File: src/rtl/txctl_pkg.sv
package txctl_pkg;

    // Oversampling pipeline of one channel: clock has one extra stage for edge detection
    typedef struct packed {
        logic clk1;
        logic clk2;
        logic clk3;
        logic pos1;
        logic pos2;
        logic neg1;
        logic neg2;
    } txc_sync_t;

    // Latched line symbol pair
    typedef struct packed {
        logic p;
        logic n;
    } txc_sym_t;

endpackage

File: src/rtl/txctl_edge_sync.sv
module txctl_edge_sync
    import txctl_pkg::*;
(
    input  logic clk,
    input  logic rst_n,
    input  logic tclk_i,
    input  logic pos_i,
    input  logic neg_i,
    output logic rise_o,
    output logic fall_o,
    output logic pos_o,
    output logic neg_o
);

    txc_sync_t s_d, s_q;

    always_comb begin
        s_d      = s_q;
        s_d.clk1 = tclk_i;
        s_d.clk2 = s_q.clk1;
        s_d.clk3 = s_q.clk2;
        s_d.pos1 = pos_i;
        s_d.pos2 = s_q.pos1;
        s_d.neg1 = neg_i;
        s_d.neg2 = s_q.neg1;
    end

    always_ff @(posedge clk or negedge rst_n) begin
        if (!rst_n) s_q <= '0;
        else        s_q <= s_d;
    end

    // Data at stage 2 is the sample taken together with the new clock level
    assign rise_o = s_q.clk2 & ~s_q.clk3;
    assign fall_o = ~s_q.clk2 & s_q.clk3;
    assign pos_o  = s_q.pos2;
    assign neg_o  = s_q.neg2;

endmodule

File: src/rtl/txctl_lane.sv
module txctl_lane
    import txctl_pkg::*;
#(
    parameter int LOSS_LIMIT = 32
) (
    input  logic clk,
    input  logic rst_n,
    input  logic rise_i,
    input  logic fall_i,
    input  logic pos_i,
    input  logic neg_i,
    input  logic edge_fall_i,
    input  logic all_ones_i,
    input  logic oe_sel_i,
    output logic line_pos_o,
    output logic line_neg_o,
    output logic line_oe_o
);

    localparam int CNT_W = $clog2(LOSS_LIMIT + 1);
    localparam logic [CNT_W-1:0] CNT_MAX = CNT_W'(LOSS_LIMIT);

    typedef struct packed {
        logic [CNT_W-1:0] cnt;
        txc_sym_t         sym;
        logic             pol;
        logic             oe;
    } lane_st_t;

    lane_st_t st_d, st_q;
    logic     take_edge;
    logic     lost;

    assign take_edge = edge_fall_i ? fall_i : rise_i;
    assign lost      = (st_q.cnt == CNT_MAX);

    always_comb begin
        st_d    = st_q;
        st_d.oe = oe_sel_i;
        if (take_edge) begin
            st_d.cnt = '0;
            if (all_ones_i) begin
                st_d.sym.p = ~st_q.pol;
                st_d.sym.n = st_q.pol;
                st_d.pol   = ~st_q.pol;
            end else begin
                st_d.sym.p = pos_i;
                st_d.sym.n = neg_i;
            end
        end else if (!lost) begin
            st_d.cnt = st_q.cnt + CNT_W'(1);
        end
    end

    always_ff @(posedge clk or negedge rst_n) begin
        if (!rst_n) begin
            st_q.cnt <= CNT_MAX;   // no clock seen yet: start in loss
            st_q.sym <= '0;
            st_q.pol <= 1'b0;
            st_q.oe  <= 1'b0;
        end else begin
            st_q <= st_d;
        end
    end

    assign line_oe_o  = st_q.oe;
    assign line_pos_o = st_q.oe & ~lost & st_q.sym.p;
    assign line_neg_o = st_q.oe & ~lost & st_q.sym.n;

endmodule

File: src/rtl/txctl_top.sv
module txctl_top #(
    parameter int N_CH       = 8,
    parameter int LOSS_LIMIT = 32
) (
    input  logic            clk,
    input  logic            rst_n,
    input  logic [N_CH-1:0] tx_clk_i,
    input  logic [N_CH-1:0] tx_pos_i,
    input  logic [N_CH-1:0] tx_neg_i,
    input  logic            edge_fall_i,
    input  logic [N_CH-1:0] all_ones_i,
    input  logic [N_CH-1:0] en_reg_i,
    input  logic [N_CH-1:0] en_pin_i,
    input  logic            pin_ctl_i,
    output logic [N_CH-1:0] line_pos_o,
    output logic [N_CH-1:0] line_neg_o,
    output logic [N_CH-1:0] line_oe_o
);

    logic [N_CH-1:0] rise, fall, spos, sneg, oe_sel;

    assign oe_sel = pin_ctl_i ? en_pin_i : en_reg_i;

    for (genvar c = 0; c < N_CH; c++) begin : g_ch
        txctl_edge_sync u_sync (
            .clk    (clk),
            .rst_n  (rst_n),
            .tclk_i (tx_clk_i[c]),
            .pos_i  (tx_pos_i[c]),
            .neg_i  (tx_neg_i[c]),
            .rise_o (rise[c]),
            .fall_o (fall[c]),
            .pos_o  (spos[c]),
            .neg_o  (sneg[c])
        );

        txctl_lane #(.LOSS_LIMIT(LOSS_LIMIT)) u_lane (
            .clk         (clk),
            .rst_n       (rst_n),
            .rise_i      (rise[c]),
            .fall_i      (fall[c]),
            .pos_i       (spos[c]),
            .neg_i       (sneg[c]),
            .edge_fall_i (edge_fall_i),
            .all_ones_i  (all_ones_i[c]),
            .oe_sel_i    (oe_sel[c]),
            .line_pos_o  (line_pos_o[c]),
            .line_neg_o  (line_neg_o[c]),
            .line_oe_o   (line_oe_o[c])
        );
    end

endmodule

File: config.mk
export PLATFORM = sky130hd
export DESIGN_NAME = txctl_top
export DESIGN_NICKNAME = d
export VERILOG_FILES = /design/src/rtl/txctl_pkg.sv /design/src/rtl/txctl_edge_sync.sv /design/src/rtl/txctl_lane.sv /design/src/rtl/txctl_top.sv
export SDC_FILE = /design/constraint.sdc
export NUM_CORES = 1
export LEC_CHECK = 0
export CORE_MARGIN = 2
export CORE_UTILIZATION = 30
export DETAILED_ROUTE_END_ITERATION = 8
export SYNTH_ARGS = -nofsm -noshare
export SYNTH_HDL_FRONTEND = slang
export SYNTH_SLANG_ARGS = --single-unit
File: constraint.sdc
create_clock -name clk -period 2.1 [get_ports clk]
set_clock_uncertainty 0.15 [all_clocks]
set_input_delay 0.63 -clock clk [delete_from_list [all_inputs] [get_ports clk]]
set_output_delay 0.63 -clock clk [all_outputs]
set_load 0.01 [all_outputs]
==> results of run 1 <==
[cell type report]
class	count	area, sq um	area share (%)
antenna	2	5.00	0.0596
clock buffer	19	453	5.39
clock inverter	13	224	2.67
inverter	26	97.6	1.16
multi-input combinational	302	2290	27.3
sequential	136	3410	40.6
tap	265	332	3.95
timing repair buffer	178	1580	18.8
[flip-flops by register name (all words and copies together) (netlist names)]
register	cells
g_ch.u_sync.s_d	32
g_ch.u_sync.neg_o	8
g_ch.u_lane.st_q	72
g_ch.u_sync.pos_o	8
g_ch.u_sync.s_q	8
g_ch.u_lane.line_oe_o	8
[per-layer routing]
layer	routed length (microns)	part of all wire, %	vias up	global-route usage (%)
met5	14	0.11	-	0
met4	296	2.3	2	6.66
met3	554	4.2	27	4.27
met2	6680	51	69	22.9
met1	5530	42	2140	15.4
li1	-	-	2030	-
[per-stage QoR]
stage	std cells	instance area (sq um)	utilization (%)	hold WS (ps)	worst slack, ps
final	941	8400	43.4	198	-487
after global placement	884	7330	37.9	185	-292
after detailed placement	884	7330	37.9	186	-343
after CTS	942	8320	43.0	200	-496
after floorplan	504	5890	-	181	22.4
after global routing	939	8400	43.4	203	-575
[power groups by stage]
stage	Sequential [mW]	Combinational (mW)	Clock [mW]
floorplan	3.44	1.14	0
global placement	3.43	1.93	0
detailed placement	3.45	2.05	0
CTS	3.43	2.17	3.49
global route	3.49	2.59	3.63
finish	3.43	2.34	3.41
[timing repair]
| action | 4_1_cts | 5_1_grt |
|---|---|---|
| cloned | 0 | 0 |
| setup buffers | 26 | 6 |
| setup endpoints to repair | 24 | 21 |
| endpoints found under the hold margin | 33 | 0 |
| hold buffers | 1 | 0 |
| gates resized for setup | 121 | 27 |
| pin swaps | 11 | 14 |
[cells by family after synthesis]
family / synth area share (%)
AOI/OAI and AO/OA: 6.32
xor gates and xnor gates: 4.03
adders and majority gates: 3.41
buffers and inverters: 6.70
DFF: 58.2
muxes: 4.27
and+or+nand+nor: 17.1
[worst paths after layout]
path | startpoint | end | slack, ps | cells after the start
min reg2reg | g_ch[2].u_sync.s_d[0] | g_ch[2].u_sync.neg_o | 200 | 0
max in group asynchronous | rst_n | g_ch[5].u_lane.st_q[9] | 610 | 3
min in group asynchronous | rst_n | g_ch[3].u_lane.line_oe_o | 550 | 2
max | g_ch[1].u_lane.st_q[5] | line_neg_o[1] | -490 | 7
min | g_ch[2].u_sync.s_d[0] | g_ch[2].u_sync.neg_o | 200 | 0
max reg2reg | g_ch[1].u_lane.st_q[5] | g_ch[1].u_lane.st_q[5] | -30 | 11
[worst reg2reg max path, delay by kind of cell (launching register included)]
family / cells / cell delay [ps]
AOI/OAI and AO/OA: 1 / 130
adders and majority gates: 1 / 130
buffers and inverters: 7 / 770
DFF: 1 / 390
and+or+nand+nor: 2 / 490
[synthesized netlist by cell type]
cell type,number
sky130_fd_sc_hd__nor2b_1,5
sky130_fd_sc_hd__nor4bb_1,2
sky130_fd_sc_hd__nor3b_2,3
sky130_fd_sc_hd__nand2_1,10
sky130_fd_sc_hd__or4bb_1,1
sky130_fd_sc_hd__clkbuf_1,4
sky130_fd_sc_hd__and3_1,16
sky130_fd_sc_hd__or2_1,7
sky130_fd_sc_hd__clkbuf_2,1
sky130_fd_sc_hd__nand4bb_1,7
sky130_fd_sc_hd__a21oi_1,39
sky130_fd_sc_hd__o21ai_0,35
sky130_fd_sc_hd__xor2_1,14
sky130_fd_sc_hd__ha_1,16
sky130_fd_sc_hd__buf_2,4
sky130_fd_sc_hd__dfstp_2,8
sky130_fd_sc_hd__mux2i_1,16
sky130_fd_sc_hd__or3_1,14
sky130_fd_sc_hd__or2_0,1
sky130_fd_sc_hd__inv_1,26
sky130_fd_sc_hd__nand3_1,20
sky130_fd_sc_hd__mux2_2,8
sky130_fd_sc_hd__nor2_1,16
sky130_fd_sc_hd__buf_4,25
sky130_fd_sc_hd__and3b_1,6
sky130_fd_sc_hd__nand2b_1,5
sky130_fd_sc_hd__dfrtp_1,128
sky130_fd_sc_hd__xnor2_1,13
sky130_fd_sc_hd__nor3_1,25
sky130_fd_sc_hd__buf_6,6
sky130_fd_sc_hd__and3b_4,2
sky130_fd_sc_hd__or2_2,6
sky130_fd_sc_hd__nor3b_1,14
sky130_fd_sc_hd__nor3_2,1
==> results.md, run 1 <==
- Summing the sequential cell areas from Yosys gives 58.2% of the chip area.
- The library cell used most frequently in the layout, excluding fill and tap cells, is sky130_fd_sc_hd__dfrtp_1.
- In this run, the number of DRC markers left after iteration 0 of detailed routing was 170.
- Dividing the detail-routed via count by the number of cells gives 4.54.
- The final number of hold-violating endpoints is 0.
- After filler insertion, the fill cell instance count of the layout stands at 1,765.
- The worst endpoint required time is 1320 ps.
- The fraction of power consumed by the clock network is 37.1%.
- The number of global-route vias before repair is 4,523.
- For this design the total switching power over the nets is 2.51 mW.
- After layout, the worst setup slack is -487 ps.
- In the layout the commonest cells are 128 x sky130_fd_sc_hd__dfrtp_1, 93 x sky130_fd_sc_hd__buf_4, 50 x sky130_fd_sc_hd__clkdlybuf4s50_1.
- In this run, synthesis produced a sequential element count of 136.
- The final critical delay including setup and external delays is 2590 ps.
- The final setup violation count is 17.
- The clock input transition at the sequential cells of the worst setup and hold paths is 60 ps.
- The category of the worst setup path launch point is a flop.
- From synthesis to final layout, the design area changed by 43.2%.
- The maximum fanout along the worst path is 3.
- The family of cells with the greatest summed delay on the critical path is simple AND/OR/NAND/NOR gates.
- The critical path contains buffers and inverters numbering 3 combined.
- The max-slew violation total from the final report is 0.
- Of the cells placed in the final design, the portion with a size suffix greater than 1 is 33.1%.
- At the end of routability-driven placement, the weighted congestion stood at 0.786.
- Counting along the longest clock path gives a buffer depth of 2.
- The pin count of the biggest net entering global routing is 43.
- In the final routed layout, each cell accounts on average for 13.9 microns.
- In this design, the stage delay of the slowest critical-path cell is 390 ps.
- The cell area that synthesis handed to floorplanning was 5860 sq um.
- After synthesis, the cell types taking the most area are sky130_fd_sc_hd__dfrtp_1 55%, sky130_fd_sc_hd__dfstp_2 3.6%, sky130_fd_sc_hd__ha_1 3.4%, sky130_fd_sc_hd__a21oi_1 3.3%, sky130_fd_sc_hd__buf_4 3.2%.
- For this configuration, the core starts out at a cell density of 30.3%.
- The number of antenna violations at the first check in global routing is 3.
- In this run the standard cell core region covers 19,300 sq um.
- The min-delay analysis places its worst path in the category reg2reg.
- The HPWL after detailed placement is 8670 microns.
- Synthesis instantiated 34 different standard cells from the library.
- In this run the static leakage power is 3.70 nW.
- The wire length of the first global-routing pass is 21,400 microns.
- Walking the worst path, the cells encountered are inv_2 > ha_4 > nand4bb_1 > buf_4 > or2_4 > and3_4 > buf_6.
- Buffers placed on the I/O ports in this run total 75.
- The routed wire length is 13,100 microns.
- The number of nets in the synthesized netlist is 572.
- Of the total power, registers draw 37.4%.
- Before antenna repair, the detailed router went through 6 iterations.
- For this design, the sink count on the clock tree is 136.
- The number of top-level pins is 76.
- In this run the biggest area consumer among cell types represents 54.6% of the synthesized area.
- The worst-path cell with the longest stage delay is sky130_fd_sc_hd__dfrtp_1.
- After synthesis, the mean cell area works out to 11.6 sq um.
- The global routing usage summed across all routing layers is 13.5%.
- The fraction of power spent switching nets is 27.3%.
- The die area is 20,700 sq um.
- The critical path endpoint category is an output pin.
- In this run the tightest slew margin relative to its limit is 69.0%.
- After the last flow step, the layout net total stands at 729.
- The cell count after synthesis came out at 504.
- The clock tree root driver cell is sky130_fd_sc_hd__clkbuf_16.
- The cell row count is 51.
- After detailed routing, the number of remaining DRC violations is 0.
- The final reports fail on negative setup slack.
- The detailed-route via count is 4,268.
- The number of warning messages in the yosys log is 0.
- The path type of the worst setup path is reg2out.
- The run finished, with violations left.
- The final cycle utilization of the critical path is 123%.
- Timing would allow up to 386 MHz.
- Setup repair after global routing could not meet its margin everywhere.
- The detail route stage leaves a number of antenna-violating nets equal to 0.
- The number of H-tree levels is 4.
- The total power per unit cell area is 1090 nW/um^2.
- The die height is 144 microns.
- The die is 144 microns wide.
- Data on the critical path arrives at its endpoint at 1810 ps.
- Summed over all failing endpoints, the final setup total negative slack is -6100 ps.
- The clock insertion delay at the later pin of the skew report is 420 ps.
- The synthesized design spends more area on one cell type than any other, namely sky130_fd_sc_hd__dfrtp_1.
- The total overflow reported by the global router is 0.
- The tool flagged a number of max-cap violations equal to 0.
- The slew at the pin closest to its max-slew limit is 465 ps.
- Clock tree synthesis inserted a total of 17 buffers.
- The completed layout was analyzed and its total power is 9.18 mW.
- The part of the total power dissipated in combinational logic is 25.5%.
- TritonCTS built the clock tree.
- Across the VDD grid, the largest voltage drop is 0.000586 V.
- The internal power is 6.67 mW.
No activity file was read; power rests on OpenSTA's default activity.
==> run 2, diff against run 1 <==
Settings changed: CTS_CLUSTER_DIAMETER from default to 50, PLACE_DENSITY from default to 0.52.
Clock period 2.1 ns to 2.55 ns, I/O delays scaled along.
==> results.md, run 2 (same netlist as run 1, synthesis figures left out) <==
- The flow ran to the end, but the final reports show violations.
- The final reports fail on negative setup slack.
- The summed area of non-filler cells in the final layout came to 8090 sq um (-3.7%).
- The routed wire length was 11,800 microns (-9.7%).
- The maximum fanout along the worst path was 2 (-1).
- The slew at the pin closest to its max-slew limit is 502 ps (+37.1 ps).
- The clock input transition at the sequential cells of the worst setup and hold paths came to 60 ps (about the same).
- The count of hold buffers inserted by post-cts repair is 0 (-1).
- The die height is 144 microns (unchanged).
- The fraction of layout instances using a drive strength above 1 is 29.1% (-4.0 points).
- The flip-flop count of the largest register after layout is 72 (unchanged).
- The max-slew violation total from the final report is 0 (unchanged).
- The non-filler instance count after layout is 914 (-2.9%).
- The total power per unit cell area came to 903 nW/um^2 (-17%).
- The number of top-level pins is 76 (unchanged).
- The worst setup path is of the reg2out kind.
- The maximum operating frequency is 382 MHz.
- The first-iteration detailed-routing DRC count is 109 (-36%).
- The net total in the final layout was 704 (-3.4%).
- The detailed-route via count is 3,988 (-6.6%).
- The number of antenna violations at the first check in global routing is 0 (-3).
- The final number of hold-violating endpoints is 0 (unchanged).
- The worst endpoint required time was 1640 ps (+320 ps).
- The final setup violation count is 13 (-4).
- The clock buffer count from CTS is 17 (unchanged).
- TritonCTS built the clock tree.
- The post-place instance area came to 7110 sq um (-3.0%).
- From synthesis to final layout, the design area changed by 38.0%.
- The critical path data arrival time is 1700 ps (-110 ps).
- The library cells used most frequently in the layout, excluding fill and tap cells, are 128 x sky130_fd_sc_hd__dfrtp_1, 76 x sky130_fd_sc_hd__buf_4, 58 x sky130_fd_sc_hd__clkdlybuf4s50_1.
- The total DRC errors in the routed layout was 0 (unchanged).
- The category of the worst setup path launch point is a flop.
- The post-detailed-route count of antenna-violating nets was 0 (unchanged).
- The maximum vdd drop came to 0.000429 V (-27%).
- The cell count after placement is 862 (-2.5%).
- The proportion of power drawn by flip-flops and latches is 39.0% (+1.6 points).
- The global routing usage summed across all routing layers is 12.8% (-0.67 points).
- The max-capacitance violation count is 0 (unchanged).
- In the finished design, the share of the clock period the worst path needs comes to 103%.
- The total power draw is 7.31 mW (-20%).
- The initial core utilization came to 30.3% (unchanged).
- The number of buffers on the longest clock path is 2 (unchanged).
- The internal power is 5.31 mW (-20%).
- The static power due to leakage came to 3.51 nW (-5.2%).
- The wire length of the first global-routing pass is 20,300 microns (-5.3%).
- The part of the total power dissipated in combinational logic is 24.4% (-1.1 points).
- The final critical delay including setup and external delays is 2620 ps.
- The average routed wire per standard cell is 12.9 microns (-7.0%).
- The clock insertion delay at the later pin of the skew report was 420 ps (about the same).
- The net switching power is 1.99 mW (-20%).
- The count of input and output buffers is 75 (unchanged).
- The cell row count is 51 (unchanged).
- The critical path endpoint category is an output pin.
- CTS placed an instance of sky130_fd_sc_hd__clkbuf_16 at the clock tree root.
- The final worst setup slack is -65.5 ps (+422 ps).
- The most frequent standard cell in the layout excluding fill and tap cells is sky130_fd_sc_hd__dfrtp_1.
- The half-perimeter wire length of the detailed placement result is 8120 microns (-6.4%).
- The number of H-tree levels is 4 (unchanged).
- The worst hold path belongs to the class in2async.
- The number of global-route vias before repair is 4,264 (-5.7%).
- The fraction of power consumed by the clock network is 36.6% (-0.5 points).
- The count of clock tree sinks is 136 (unchanged).
- The antenna diode count came to 0 (-2).
- The worst max-slew margin expressed relative to the limit came to 66.5% (-2.5 points).
- The fraction of power spent switching nets is 27.3% (-0.035 points).
- The total overflow reported by the global router is 0 (unchanged).
- The die area is 20,700 sq um (unchanged).
- More flip-flops sit in one register than any other, and that register is g_ch.u_lane.st_q.
- The placeable core region is 19,300 sq um (unchanged).
- The die width is 144 microns (unchanged).
- Setup repair after global routing could not meet its margin everywhere.
- The detailed-route vias per instance is 4.36 (-3.8%).
- The pin count of the biggest net entering global routing is 43 (unchanged).
- The length of the first detailed-routing pass in iterations was 4 (-2).
- The final-layout setup total negative slack is -560 ps (+5540 ps).
- The global placer's final weighted congestion is 0.747 (-5.0%).
-- run 2: cell count changes in the layout (fill, tap and decap cells not counted), moves of 3 or more --
| cell | change |
|---|---|
| sky130_fd_sc_hd__buf_4 | -17 |
| sky130_fd_sc_hd__buf_6 | -6 |
| sky130_fd_sc_hd__clkdlybuf4s50_1 | +8 |
| sky130_fd_sc_hd__dlygate4sd2_1 | -8 |
| sky130_fd_sc_hd__o21ai_0 | +3 |
-- run 2: area by class of cell --
cell class              instances  area, sq um
well taps                     265          332
repair buffers                153         1350
clock inverters                13          201
inverters                      26         97.6
clock buffers                  19          443
multi-input cells             302         2250
fillers                      1788        11200
flip-flops and latches        136         3410
-- run 2: routing by layer --
metal	up-vias	track usage, %	part of all wire [%]
li1	1969	-	-
met1	1945	15.6	43
met2	60	20.5	50
met3	14	4.00	4.8
met4	0	6.60	1.9
met5	-	0	0
-- run 2: what timing repair did --
action	in CTS	in global routing
endpoints found under the setup margin	16	16
resized for setup	103	21
gates cloned	0	0
pin swaps	15	9
setup buffers	11	9
-- run 2: power by group through the flow --
stage	clock network, mW	logic, mW	registers (mW)
floorplan	0	0.933	2.83
global placement	0	1.53	2.84
detailed placement	0	1.60	2.86
CTS	2.76	1.69	2.84
global route	2.86	2.01	2.91
finish	2.68	1.78	2.85
-- run 2: per-stage QoR --
step / hold WS (ps) / setup slack, ps / util (%)
finish: 112 / -65.5 / 41.9
global route: 132 / -169 / 41.9
CTS: 121 / -149 / 41.0
detailed placement: 187 / -93.2 / 36.8
global placement: 182 / -61.0 / 36.8
floorplan: 181 / 290 / -
-- run 2: critical path, cell delays in order (launching register included) --
cell and delay (ps):
sky130_fd_sc_hd__dfrtp_1 370, sky130_fd_sc_hd__inv_1 60, sky130_fd_sc_hd__ha_2 180, sky130_fd_sc_hd__nand4bb_1 120, sky130_fd_sc_hd__or2_4 250, sky130_fd_sc_hd__and3_4 180
sky130_fd_sc_hd__buf_6 110
-- run 2: path summary, 6_finish.rpt --
kind	start	to	slack (ps)	depth (start not counted)
setup / recovery	g_ch[5].u_lane.st_q[4]	line_pos_o[5]	-70	6
hold / removal	rst_n	g_ch[3].u_lane.st_q[4]	110	1
setup reg to reg	g_ch[5].u_lane.st_q[4]	g_ch[5].u_lane.st_q[5]	750	8
hold reg to reg	g_ch[5].u_sync.s_d[2]	g_ch[5].u_sync.pos_o	200	0
max in group asynchronous	rst_n	g_ch[2].u_lane.st_q[9]	1480	2
min in group clk	g_ch[5].u_sync.s_d[2]	g_ch[5].u_sync.pos_o	200	0
